===== config.mk =====
export PLATFORM = sky130hd
export DESIGN_NAME = vid_ctrl_regs
export DESIGN_NICKNAME = d
export VERILOG_FILES = /design/src/rtl/vcr_pkg.sv /design/src/rtl/vcr_access.sv /design/src/rtl/vcr_int_unit.sv /design/src/rtl/vcr_plt_reg.sv /design/src/rtl/vid_ctrl_regs.sv
export SDC_FILE = /design/constraint.sdc
export NUM_CORES = 1
export LEC_CHECK = 0
export BUFFER_PORTS_ARGS = -buffer_cell sky130_fd_sc_hd__buf_4
export CAP_MARGIN = 25
export CORE_ASPECT_RATIO = 2
export CORE_UTILIZATION = 56
export DETAILED_ROUTE_END_ITERATION = 10
export PLACE_DENSITY = 0.81
export SLEW_MARGIN = 20
export SYNTH_ARGS = -nofsm -noshare
export SYNTH_HDL_FRONTEND = slang
export SYNTH_SLANG_ARGS = --single-unit

===== constraint.sdc =====
create_clock -name clk_i -period 2.78 [get_ports clk_i]
set_input_delay 0 -clock clk_i [delete_from_list [all_inputs] [get_ports clk_i]]
set_output_delay 0 -clock clk_i [all_outputs]
set_load 0.05 [all_outputs]

===== src/rtl/vcr_pkg.sv =====
package vcr_pkg;
  localparam int AW      = 8;
  localparam int IW      = AW - 1;
  localparam int NUM_HW  = 1 << IW;
  localparam int NUM_BRT = 4;
  localparam int NUM_SPT = 4;
  localparam int SPT_W   = 10;
  localparam int NUM_PLT = 4;
  localparam int PLT_W   = 6;
  localparam int SB_W    = 5;
  localparam int FRM_W   = 4;
  localparam int BK_W    = 2;
  localparam int DS_W    = 6;
  localparam int XS_W    = 9;
  localparam logic [15:0] ENB_MASK = 16'hE01F;

  // halfword indices within the window
  localparam logic [IW-1:0] HI_PND   = IW'(7'h00);
  localparam logic [IW-1:0] HI_ENB   = IW'(7'h01);
  localparam logic [IW-1:0] HI_CLR   = IW'(7'h02);
  localparam logic [IW-1:0] HI_DSTAT = IW'(7'h10);
  localparam logic [IW-1:0] HI_DCTL  = IW'(7'h11);
  localparam logic [IW-1:0] HI_BRT0  = IW'(7'h12);
  localparam logic [IW-1:0] HI_FRM   = IW'(7'h17);
  localparam logic [IW-1:0] HI_CTA   = IW'(7'h18);
  localparam logic [IW-1:0] HI_XSTAT = IW'(7'h20);
  localparam logic [IW-1:0] HI_XCTL  = IW'(7'h21);
  localparam logic [IW-1:0] HI_VER   = IW'(7'h22);
  localparam logic [IW-1:0] HI_SPT0  = IW'(7'h24);
  localparam logic [IW-1:0] HI_PLT0  = IW'(7'h30);
  localparam logic [IW-1:0] HI_BKCOL = IW'(7'h38);

  typedef enum logic [1:0] {SZ_BYTE = 2'd0, SZ_HALF = 2'd1, SZ_WORD = 2'd2} size_e;

  typedef struct packed {
    logic          vld;
    logic [IW-1:0] idx;
    logic [1:0]    be;
    logic [15:0]   d;
  } hw_wr_t;

  typedef struct packed {
    logic                             lock;
    logic                             synce;
    logic                             re;
    logic                             disp;
    logic                             xpen;
    logic [SB_W-1:0]                  sbcmp;
    logic [NUM_BRT-1:0][7:0]          brt;
    logic [FRM_W-1:0]                 frm;
    logic [7:0]                       cta_l;
    logic [7:0]                       cta_r;
    logic [NUM_SPT-1:0][SPT_W-1:0]    spt;
    logic [BK_W-1:0]                  bkcol;
  } ctl_t;
endpackage


===== src/rtl/vcr_access.sv =====
module vcr_access
  import vcr_pkg::*;
(
  input  logic          req_i,
  input  logic          we_i,
  input  logic [1:0]    size_i,
  input  logic          dbg_i,
  input  logic [AW-1:0] addr_i,
  input  logic [31:0]   wdata_i,
  output hw_wr_t        wr_o [2]
);
  logic [IW-1:0] idx0;
  logic          wr;
  assign idx0 = addr_i[AW-1:1];
  assign wr   = req_i && we_i;

  always_comb begin
    wr_o[0] = '{vld: wr, idx: idx0, be: 2'b11, d: wdata_i[15:0]};
    wr_o[1] = '{vld: 1'b0, idx: idx0 + 1'b1, be: 2'b11, d: wdata_i[31:16]};
    unique case (size_i)
      SZ_BYTE: begin
        wr_o[0].d = addr_i[0] ? {wdata_i[7:0], 8'h00} : {8'h00, wdata_i[7:0]};
        if (dbg_i) wr_o[0].be = addr_i[0] ? 2'b10 : 2'b01;
      end
      SZ_WORD: wr_o[1].vld = wr;
      default: ;
    endcase
  end
endmodule


===== src/rtl/vcr_int_unit.sv =====
module vcr_int_unit
  import vcr_pkg::*;
(
  input  logic        clk_i,
  input  logic        rst_ni,
  input  hw_wr_t      wr_i [2],
  input  logic [15:0] set_i,
  output logic [15:0] pnd_o,
  output logic [15:0] en_o,
  output logic        irq_o
);
  logic [15:0] pnd_q, en_q, en_n, clr;
  logic        irq_q;

  always_comb begin
    en_n = en_q;
    clr  = '0;
    for (int s = 0; s < 2; s++) begin
      if (wr_i[s].vld && wr_i[s].idx == HI_ENB) begin
        if (wr_i[s].be[0]) en_n[7:0]  = wr_i[s].d[7:0]  & ENB_MASK[7:0];
        if (wr_i[s].be[1]) en_n[15:8] = wr_i[s].d[15:8] & ENB_MASK[15:8];
      end
      if (wr_i[s].vld && wr_i[s].idx == HI_CLR) clr = clr | wr_i[s].d;
    end
  end

  always_ff @(posedge clk_i or negedge rst_ni) begin
    if (!rst_ni) begin
      pnd_q <= '0;
      en_q  <= '0;
      irq_q <= 1'b0;
    end else begin
      pnd_q <= (pnd_q & ~clr) | set_i;
      en_q  <= en_n;
      irq_q <= |(pnd_q & en_q);
    end
  end

  assign pnd_o = pnd_q;
  assign en_o  = en_q;
  assign irq_o = irq_q;
endmodule


===== src/rtl/vcr_plt_reg.sv =====
module vcr_plt_reg
  import vcr_pkg::*;
#(
  parameter logic [IW-1:0] IDX = HI_PLT0
) (
  input  logic             clk_i,
  input  logic             rst_ni,
  input  hw_wr_t           wr_i [2],
  output logic [PLT_W-1:0] ent_o
);
  logic [PLT_W-1:0] ent_q, ent_n;

  always_comb begin
    ent_n = ent_q;
    for (int s = 0; s < 2; s++)
      if (wr_i[s].vld && wr_i[s].idx == IDX && wr_i[s].be[0])
        ent_n = wr_i[s].d[7:2];
  end

  always_ff @(posedge clk_i or negedge rst_ni) begin
    if (!rst_ni) ent_q <= '0;
    else         ent_q <= ent_n;
  end

  assign ent_o = ent_q;
endmodule


===== src/rtl/vid_ctrl_regs.sv =====
module vid_ctrl_regs
  import vcr_pkg::*;
#(
  parameter logic [15:0] VERSION = 16'd2
) (
  input  logic                       clk_i,
  input  logic                       rst_ni,
  input  logic                       req_i,
  input  logic                       we_i,
  input  logic [1:0]                 size_i,
  input  logic                       dbg_i,
  input  logic [AW-1:0]              addr_i,
  input  logic [31:0]                wdata_i,
  output logic [31:0]                rdata_o,
  input  logic [15:0]                int_set_i,
  input  logic [DS_W-1:0]            disp_stat_i,
  input  logic [XS_W-1:0]            draw_stat_i,
  output logic                       irq_o,
  output logic                       disp_en_o,
  output logic                       refresh_en_o,
  output logic                       sync_en_o,
  output logic                       cta_lock_o,
  output logic                       draw_en_o,
  output logic [SB_W-1:0]            sb_cmp_o,
  output logic [NUM_BRT*8-1:0]       brt_o,
  output logic [FRM_W-1:0]           frmcyc_o,
  output logic [7:0]                 cta_left_o,
  output logic [7:0]                 cta_right_o,
  output logic [NUM_SPT*SPT_W-1:0]   spt_o,
  output logic [NUM_PLT*PLT_W-1:0]   bg_plt_o,
  output logic [NUM_PLT*PLT_W-1:0]   obj_plt_o,
  output logic [BK_W-1:0]            bkcol_o
);
  localparam int NPR = 2 * NUM_PLT;

  hw_wr_t           wr [2];
  logic [15:0]      int_pnd, int_en;
  logic [PLT_W-1:0] plt_ent [NPR];
  ctl_t             ctl_q, ctl_n;
  logic [15:0]      view [NUM_HW];
  logic [IW-1:0]    ridx0, ridx1;
  logic [15:0]      h0, h1;

  vcr_access u_access (
    .req_i(req_i), .we_i(we_i), .size_i(size_i), .dbg_i(dbg_i),
    .addr_i(addr_i), .wdata_i(wdata_i), .wr_o(wr)
  );

  vcr_int_unit u_int (
    .clk_i(clk_i), .rst_ni(rst_ni), .wr_i(wr), .set_i(int_set_i),
    .pnd_o(int_pnd), .en_o(int_en), .irq_o(irq_o)
  );

  for (genvar i = 0; i < NPR; i++) begin : g_plt
    vcr_plt_reg #(.IDX(IW'(HI_PLT0 + i))) u_plt (
      .clk_i(clk_i), .rst_ni(rst_ni), .wr_i(wr), .ent_o(plt_ent[i])
    );
    if (i < NUM_PLT) begin : g_bg
      assign bg_plt_o[i*PLT_W +: PLT_W] = plt_ent[i];
    end else begin : g_obj
      assign obj_plt_o[(i-NUM_PLT)*PLT_W +: PLT_W] = plt_ent[i];
    end
  end

  // per-lane updates of the plain registers
  always_comb begin
    ctl_n = ctl_q;
    for (int s = 0; s < 2; s++) begin
      if (wr[s].vld) begin
        if (wr[s].idx == HI_DCTL) begin
          if (wr[s].be[1]) {ctl_n.lock, ctl_n.synce, ctl_n.re} = wr[s].d[10:8];
          if (wr[s].be[0]) ctl_n.disp = wr[s].d[1];
        end
        if (wr[s].idx == HI_XCTL) begin
          if (wr[s].be[1]) ctl_n.sbcmp = wr[s].d[8 +: SB_W];
          if (wr[s].be[0]) ctl_n.xpen = wr[s].d[1];
        end
        for (int i = 0; i < NUM_BRT; i++)
          if (wr[s].idx == IW'(HI_BRT0 + i) && wr[s].be[0]) ctl_n.brt[i] = wr[s].d[7:0];
        if (wr[s].idx == HI_FRM && wr[s].be[0]) ctl_n.frm = wr[s].d[FRM_W-1:0];
        if (wr[s].idx == HI_CTA) begin
          if (wr[s].be[1]) ctl_n.cta_r = wr[s].d[15:8];
          if (wr[s].be[0]) ctl_n.cta_l = wr[s].d[7:0];
        end
        for (int i = 0; i < NUM_SPT; i++) begin
          if (wr[s].idx == IW'(HI_SPT0 + i)) begin
            if (wr[s].be[1]) ctl_n.spt[i][SPT_W-1:8] = wr[s].d[SPT_W-1:8];
            if (wr[s].be[0]) ctl_n.spt[i][7:0] = wr[s].d[7:0];
          end
        end
        if (wr[s].idx == HI_BKCOL && wr[s].be[0]) ctl_n.bkcol = wr[s].d[BK_W-1:0];
      end
    end
  end

  always_ff @(posedge clk_i or negedge rst_ni) begin
    if (!rst_ni) ctl_q <= '0;
    else         ctl_q <= ctl_n;
  end

  // read view of the window
  always_comb begin
    for (int i = 0; i < NUM_HW; i++) view[i] = '0;
    view[HI_PND]   = int_pnd;
    view[HI_ENB]   = int_en;
    view[HI_DSTAT] = {5'b0, ctl_q.lock, ctl_q.synce, ctl_q.re, disp_stat_i, ctl_q.disp, 1'b0};
    for (int i = 0; i < NUM_BRT; i++) view[IW'(HI_BRT0 + i)] = {8'h00, ctl_q.brt[i]};
    view[HI_FRM]   = 16'(ctl_q.frm);
    view[HI_CTA]   = {ctl_q.cta_r, ctl_q.cta_l};
    view[HI_XSTAT] = {draw_stat_i[8], 2'b0, draw_stat_i[7:3], 3'b0, draw_stat_i[2:0],
                      ctl_q.xpen, 1'b0};
    view[HI_VER]   = VERSION;
    for (int i = 0; i < NUM_SPT; i++) view[IW'(HI_SPT0 + i)] = 16'(ctl_q.spt[i]);
    for (int i = 0; i < NPR; i++) view[IW'(HI_PLT0 + i)] = {8'h00, plt_ent[i], 2'b00};
    view[HI_BKCOL] = 16'(ctl_q.bkcol);
  end

  assign ridx0 = addr_i[AW-1:1];
  assign ridx1 = ridx0 + 1'b1;
  assign h0    = view[ridx0];
  assign h1    = view[ridx1];

  always_comb begin
    rdata_o = '0;
    if (req_i && !we_i) begin
      unique case (size_i)
        SZ_BYTE: rdata_o = {24'h0, addr_i[0] ? h0[15:8] : h0[7:0]};
        SZ_WORD: rdata_o = {h1, h0};
        default: rdata_o = {16'h0, h0};
      endcase
    end
  end

  assign disp_en_o    = ctl_q.disp;
  assign refresh_en_o = ctl_q.re;
  assign sync_en_o    = ctl_q.synce;
  assign cta_lock_o   = ctl_q.lock;
  assign draw_en_o    = ctl_q.xpen;
  assign sb_cmp_o     = ctl_q.sbcmp;
  assign brt_o        = ctl_q.brt;
  assign frmcyc_o     = ctl_q.frm;
  assign cta_left_o   = ctl_q.cta_l;
  assign cta_right_o  = ctl_q.cta_r;
  assign spt_o        = ctl_q.spt;
  assign bkcol_o      = ctl_q.bkcol;
endmodule


==> metrics.yaml, run 1 <==
critical_path:
  worst_path_most_repeated_cell: "buf_4"
  critPathArrivalTime_ns: 2.78
  crit_required_ns: 2.78
  cpMaxStageDelayCell: "mux2i_1"
  reg2reg_slack_ns: 1.42
  crit_type: "in -> out"
  crit_family: "buffers and inverters"
  cp_cell_sequence: "buf_4 > buf_4 > buf_4 > mux2i_1 > o211ai_1 > a311oi_1 > a221oi_1 > buf_4"
  timing.rr.end: "u_int.pnd_o[14]"
  cp.depth: 8
  worstPathMaxFanout: 42
  critPathMaxStageDelay_ns: 0.83
  r2r_start: "u_int.pnd_o[14]"
  startpoint_type: "input port"
  worst-r2r-cell-count: 2
  crit_path_end_kind: "primary output"
  path_buf_inv: 4
sta:
  timing.fmax_mhz: 359
  report.final.slew_viol_count: 0
  max-slew-margin-rel: 0.245
  tightest_slew_ns: 1.13
  clock_skew_ns: 0.00800
  period_minus_slack_ns: 2.78
  finalSetupViolations: 1
  holdWs_ns: 0.0680
  rsz0062_at_grt: "no"
  timing.final.ws_setup_ns: -0.00350
  final_hold_viol_count: 0
  fin_crit_sh: 1.00
clocking:
  cts_tree: "built"
  cts-root-buf: "clkbuf_16"
  postCtsSetupRepairBufs: 0
  h-tree-depth: 4
  clkLatencyLatePin_ns: 0.48
  cts.path.max_buffers: 2
  cts_buffers: 17
  cts_sinks: 177
  clk_pin_slew_ns: 0.07
placed_design:
  postPlaceCellArea_um2: 15200
  gp_congestion: 1.07
  dp_hpwl_um: 43700
  portBuffers: 262
outcome:
  status: "complete, but fails checks"
  violations: "setup timing"
logic_synthesis:
  synth-edff-count: 0
  yosys.area.top_type: "dfrtp_1"
  ys_ff_latch: 177
  synth_top_area_frac: 0.349
  ys.flop_type: "dfrtp_1"
  syn_nets: 1468
  synth_area_leaders: "dfrtp_1, mux2i_1, mux4_2"
  seq_area_frac_synth: 0.349
  postSynthCellCount: 1385
  synthArstFlopShare: 1.00
  yosys_warnings: 0
  synth.distinct_cells: 84
  syn_area_um2: 12700
  syn_area_per_cell_um2: 9.17
floorplanning:
  rows: 77
  placeableCoreArea_um2: 22200
  io-pin-count: 263
  dieArea_um2: 23300
  fp.dieH_um: 215
  initial_core_util: 0.573
  die_w_um: 108
min_path:
  min-delay-start: "wdata_i[11]"
  hold_end: "sb_cmp_o[3]"
  min_path_type: "in -> reg"
  hold_depth: 4
detailed_routing:
  drc: 0
  drt_iter0_drc: 2244
  avgRoutedWirePerCell_um: 32.6
  vias_per_cell: 7.36
  vias: 14500
  wl_um: 64200
  first_pass_iters: 7
  ant_nets: 0
power:
  p_sw_frac: 0.382
  power_frac_comb: 0.288
  p_leak_uw: 0.00764
  powerDensity_nw_per_um2: 481
  internal-power_uw: 4860
  vdd_drop_max_uv: 509
  p_sw_uw: 3000
  power_frac_seq: 0.380
  clockPowerShare: 0.333
grt:
  grt-ovfl-total: 0
  track_usage: 0.568
  antenna_found_initial: 3
  grt_pass1_wl_um: 94200
  grt_max_degree: 107
  grt_pass1_vias: 14600
layout:
  area_growth_pct: 28.7
  design_area_um2: 16300
  layout.nets: 1761
  drive_gt1_frac: 0.302
flow_run:
  max-cap-violations: 0
sequential cells by signal (all words and copies together), names as in the netlist:
register	cells
bkcol_o	2
brt_o	32
cta_left_o	8
cta_lock_o	1
cta_right_o	8
disp_en_o	1
draw_en_o	1
frmcyc_o	4
g_plt.u_plt.ent_o	48
refresh_en_o	1
sb_cmp_o	5
spt_o	40
sync_en_o	1
u_int.en_o	8
u_int.irq_o	1
u_int.pnd_o	16
layer usage:
| layer | up-vias | track usage | part of all wire |
|---|---|---|---|
| met1 | 6776 | 0.595 | 0.30 |
| met5 | - | 0.00670 | 0.00019 |
| met4 | 2 | 0.524 | 0.12 |
| met3 | 556 | 0.258 | 0.13 |
| met2 | 1423 | 0.829 | 0.45 |
| li1 | 5747 | - | - |
worst min-delay path: stages:
cell     delay, ns
buf_4         0.08
a22o_1        0.19
mux2i_1       0.08
o21ai_0       0.15
synth_stat cells (5+ instances only):
cell / number
nor2_1: 185
dfrtp_1: 177
a21oi_1: 150
nand2_1: 138
mux2i_1: 132
o21ai_0: 67
a22oi_1: 47
buf_2: 47
clkbuf_1: 43
mux4_2: 43
a221oi_1: 33
mux2_2: 31
nand3_1: 29
buf_4: 21
a22o_1: 15
and2_1: 15
and3_1: 14
nand4_1: 13
nor3_1: 13
a31o_1: 10
nand2b_1: 9
nor2b_1: 9
o211ai_1: 7
a31o_2: 6
a2bb2oi_1: 5
buf_1: 5
ha_1: 5
nor4_1: 5
o21a_1: 5
metrics by stage:
| step | instances | setup slack (ns) | TNS (ns) | util | total power, uW |
|---|---|---|---|---|---|
| after global placement | 1886 | 0.144 | 0 | 0.686 | 5080 |
| after global routing | 1967 | 0.0520 | 0 | 0.737 | 7980 |
| after CTS | 1967 | 0.0722 | 0 | 0.736 | 7710 |
| final | 1970 | -0.00350 | -0.00350 | 0.737 | 7860 |
| after detailed placement | 1888 | 0.125 | 0 | 0.687 | 5110 |
| after floorplan | 1385 | 0.0430 | 0 | - | 4230 |
cells by family (layout without fill, tap and decap cells):
| kind of cell | count (synthesis) | after routing | share of synthesized area |
|---|---|---|---|
| adders and majority gates | 5 | 5 | 0.00493 |
| and+or+nand+nor | 471 | 471 | 0.177 |
| muxes | 206 | 206 | 0.208 |
| xor gates and xnor gates | 7 | 7 | 0.00601 |
| buffers and inverters | 124 | 430 | 0.0494 |
| AOI/OAI and AO/OA | 395 | 395 | 0.206 |
| DFF | 177 | 177 | 0.349 |
| other | 0 | 3 | 0 |
how the worst max path moves through the flow:
stage	start	end	slack (ns)
2_1_floorplan	addr_i[1]	rdata_o[24]	0.04
3_3_place_gp	addr_i[1]	rdata_o[19]	0.14
3_5_place_dp	addr_i[1]	rdata_o[19]	0.12
4_1_cts	spt_o[1]	rdata_o[1]	0.07
5_1_grt	spt_o[1]	rdata_o[1]	0.05
6_report	addr_i[1]	rdata_o[3]	-0.003
cells in the final DEF (no fill, tap or decap), drive strengths merged, types with 6 or more instances in the layout:
cell type,count
a2111oi,6
a21oi,150
a221oi,33
a22o,15
a22oi,47
a31o,16
and2,17
and3,14
buf,348
clkbuf,17
dfrtp,177
dlygate4sd3,46
inv,14
mux2,31
mux2i,132
mux4,43
nand2,141
nand2b,10
nand3,29
nand4,15
nor2,186
nor2b,9
nor3,18
nor4,9
o211ai,8
o21ai,69
o32ai,7
power groups by stage:
stage	sequential [uW]	combinational (uW)	clock [uW]
2_1_floorplan	3460	777	0
3_3_place_gp	3000	2080	0
3_5_place_dp	3010	2110	0
4_1_cts	2960	2160	2590
5_1_grt	2980	2310	2690
6_report	2980	2260	2620
timing repair:
action	in CTS	in global routing
setup endpoints to repair	0	6
hold buffers	47	0
endpoints found under the hold margin	345	0
gates resized for setup	0	3
cell type report:
cell class,instances,area (um2)
diodes,3,7.51
clock buffers,17,425
clock inverters,15,184
fillers,1618,5820
inverters,4,15.0
multi-input cells,1084,7770
flip-flops and latches,177,4430
well taps,276,345
repair buffers,394,3170
Note: power is estimated with default switching activity, not from simulation.
==> inputs of run 2 (changes only) <==
--- a/config.mk
+++ b/config.mk
@@ -7,10 +7,9 @@
 export LEC_CHECK = 0
 export BUFFER_PORTS_ARGS = -buffer_cell sky130_fd_sc_hd__buf_4
 export CAP_MARGIN = 25
-export CORE_ASPECT_RATIO = 2
-export CORE_UTILIZATION = 56
+export CORE_UTILIZATION = 50
 export DETAILED_ROUTE_END_ITERATION = 10
-export PLACE_DENSITY = 0.81
+export PLACE_DENSITY = 0.74
 export SLEW_MARGIN = 20
 export SYNTH_ARGS = -nofsm -noshare
 export SYNTH_HDL_FRONTEND = slang
==> metrics.yaml, run 2 (synthesis results as in run 1) <==
outcome:
  status: "finished clean"
critical_path:
  startpoint_type: "input port"
  worstPathMaxFanout: 19
  crit_required_ns: 2.78
  crit_type: "in -> out"
  crit_path_end_kind: "primary output"
  critPathArrivalTime_ns: 2.71
min_path:
  min_path_type: "in -> reg"
clocking:
  clkLatencyLatePin_ns: 0.45
  cts.path.max_buffers: 2
  h-tree-depth: 4
  cts_buffers: 17
  cts_sinks: 177
  cts-root-buf: "clkbuf_16"
  cts_tree: "built"
  clk_pin_slew_ns: 0.08
sta:
  period_minus_slack_ns: 2.71
  tightest_slew_ns: 1.16
  final_hold_viol_count: 0
  timing.fmax_mhz: 370
  finalSetupViolations: 0
  clock_skew_ns: 0.00857
  max-slew-margin-rel: 0.224
  fin_tns_setup_ns: 0
  fin_crit_sh: 0.973
  timing.final.ws_setup_ns: 0.0738
  report.final.slew_viol_count: 0
  rsz0062_at_grt: "no"
detailed_routing:
  avgRoutedWirePerCell_um: 28.8
  vias: 13700
  vias_per_cell: 6.80
  first_pass_iters: 6
  drc: 0
  wl_um: 58000
  ant_nets: 0
  drt_iter0_drc: 1971
floorplanning:
  placeableCoreArea_um2: 24600
  io-pin-count: 263
  dieArea_um2: 26000
  fp.dieH_um: 161
  rows: 57
  initial_core_util: 0.516
  die_w_um: 161
grt:
  grt_max_degree: 76
  grt-ovfl-total: 0
  grt_pass1_wl_um: 85100
  antenna_found_initial: 1
  track_usage: 0.444
  grt_pass1_vias: 12900
power:
  vdd_drop_max_uv: 340
  p_leak_uw: 0.00762
  powerDensity_nw_per_um2: 476
layout:
  most-common-layout-cells: "buf_4, nor2_1, dfrtp_1"
  largest_reg_flops: 48
  area_growth_pct: 28.7
  layout.nets: 1755
  seqCellArea_um2: 4430
  final_common_cell: "buf_4"
  design_area_um2: 16300
  fill_cells: 2027
  multi_input_area_um2: 7750
  drive_gt1_frac: 0.301
placed_design:
  gp_congestion: 1.09
  dp_hpwl_um: 42200
  dp_slack_ns: 0.138
  postPlaceCellArea_um2: 15300
  portBuffers: 262
flow_run:
  max-cap-violations: 0
## run 2: changes by cell type in the layout (fill, tap and decap cells not counted), moves of 2 or more
cell / change
diode_2: -2
bufinv_16: -2
buf_6: +2
buf_8: -2
clkinv_8: +5
buf_4: -2
inv_12: +3
dlygate4sd3_1: -4
inv_6: -5
## run 2: worst paths after layout
path                                 startpoint              end  slack [ns]  depth (start not counted)
worst min register to register      sb_cmp_o[2]      sb_cmp_o[2]        0.59                          2
worst max-delay path                  addr_i[1]      rdata_o[17]        0.07                         10
min in group asynchronous                rst_ni        spt_o[32]        0.06                          2
max in group asynchronous                rst_ni    cta_left_o[3]        1.82                          3
worst min-delay path                wdata_i[14]   u_int.en_o[14]        0.05                          4
worst max register to register  u_int.pnd_o[15]  u_int.pnd_o[15]        1.40                          2
## run 2: critical path, cell delays in order
cell	delay (ns)
buf_4	0.23
inv_1	0.09
ha_2	0.54
buf_4	0.34
mux4_2	0.56
nand2_1	0.11
a21oi_1	0.07
a221oi_1	0.43
a21oi_2	0.12
buf_4	0.21
## run 2: power by group
group | total (uW) | internal (uW) | switching (uW)
combinational | 2200 | 755 | 1450
sequential | 2960 | 2730 | 222
clock | 2620 | 1250 | 1380
## run 2: timing repair
action                                 in CTS  in global routing
endpoints found under the hold margin     243                  0
setup endpoints to repair                   0                  3
resized for setup                           0                  2
buffers inserted                            0                  0
hold buffers                               42                  0
## run 2: final cells by class
cell class / count / area share
flip-flops and latches: 177 / 0.271
well taps: 324 / 0.0248
repair buffers: 388 / 0.190
clock inverters: 15 / 0.0124
clock buffers: 17 / 0.0260
multi-input cells: 1084 / 0.475
diodes: 1 / 0.000153
inverters: 4 / 0.000919
## run 2: metrics by stage
step,util,power (uW),hold slack [ns],cells
after CTS,0.664,7720,0.0398,2009
after global routing,0.664,7940,0.100,2009
after global placement,0.621,5090,-0.0223,1935
after floorplan,-,4230,-0.296,1385
final,0.664,7780,0.0506,2010
after detailed placement,0.621,5110,-0.0193,1935
## run 2: routing by layer
metal / wire length (um) / share of wire / GRT usage / vias up
met4: 2690 / 0.046 / 0.207 / 0
li1: - / - / - / 5738
met3: 6740 / 0.12 / 0.0809 / 186
met2: 26400 / 0.46 / 0.688 / 1085
met1: 22100 / 0.38 / 0.604 / 6651
met5: 0 / 0 / 0 / -
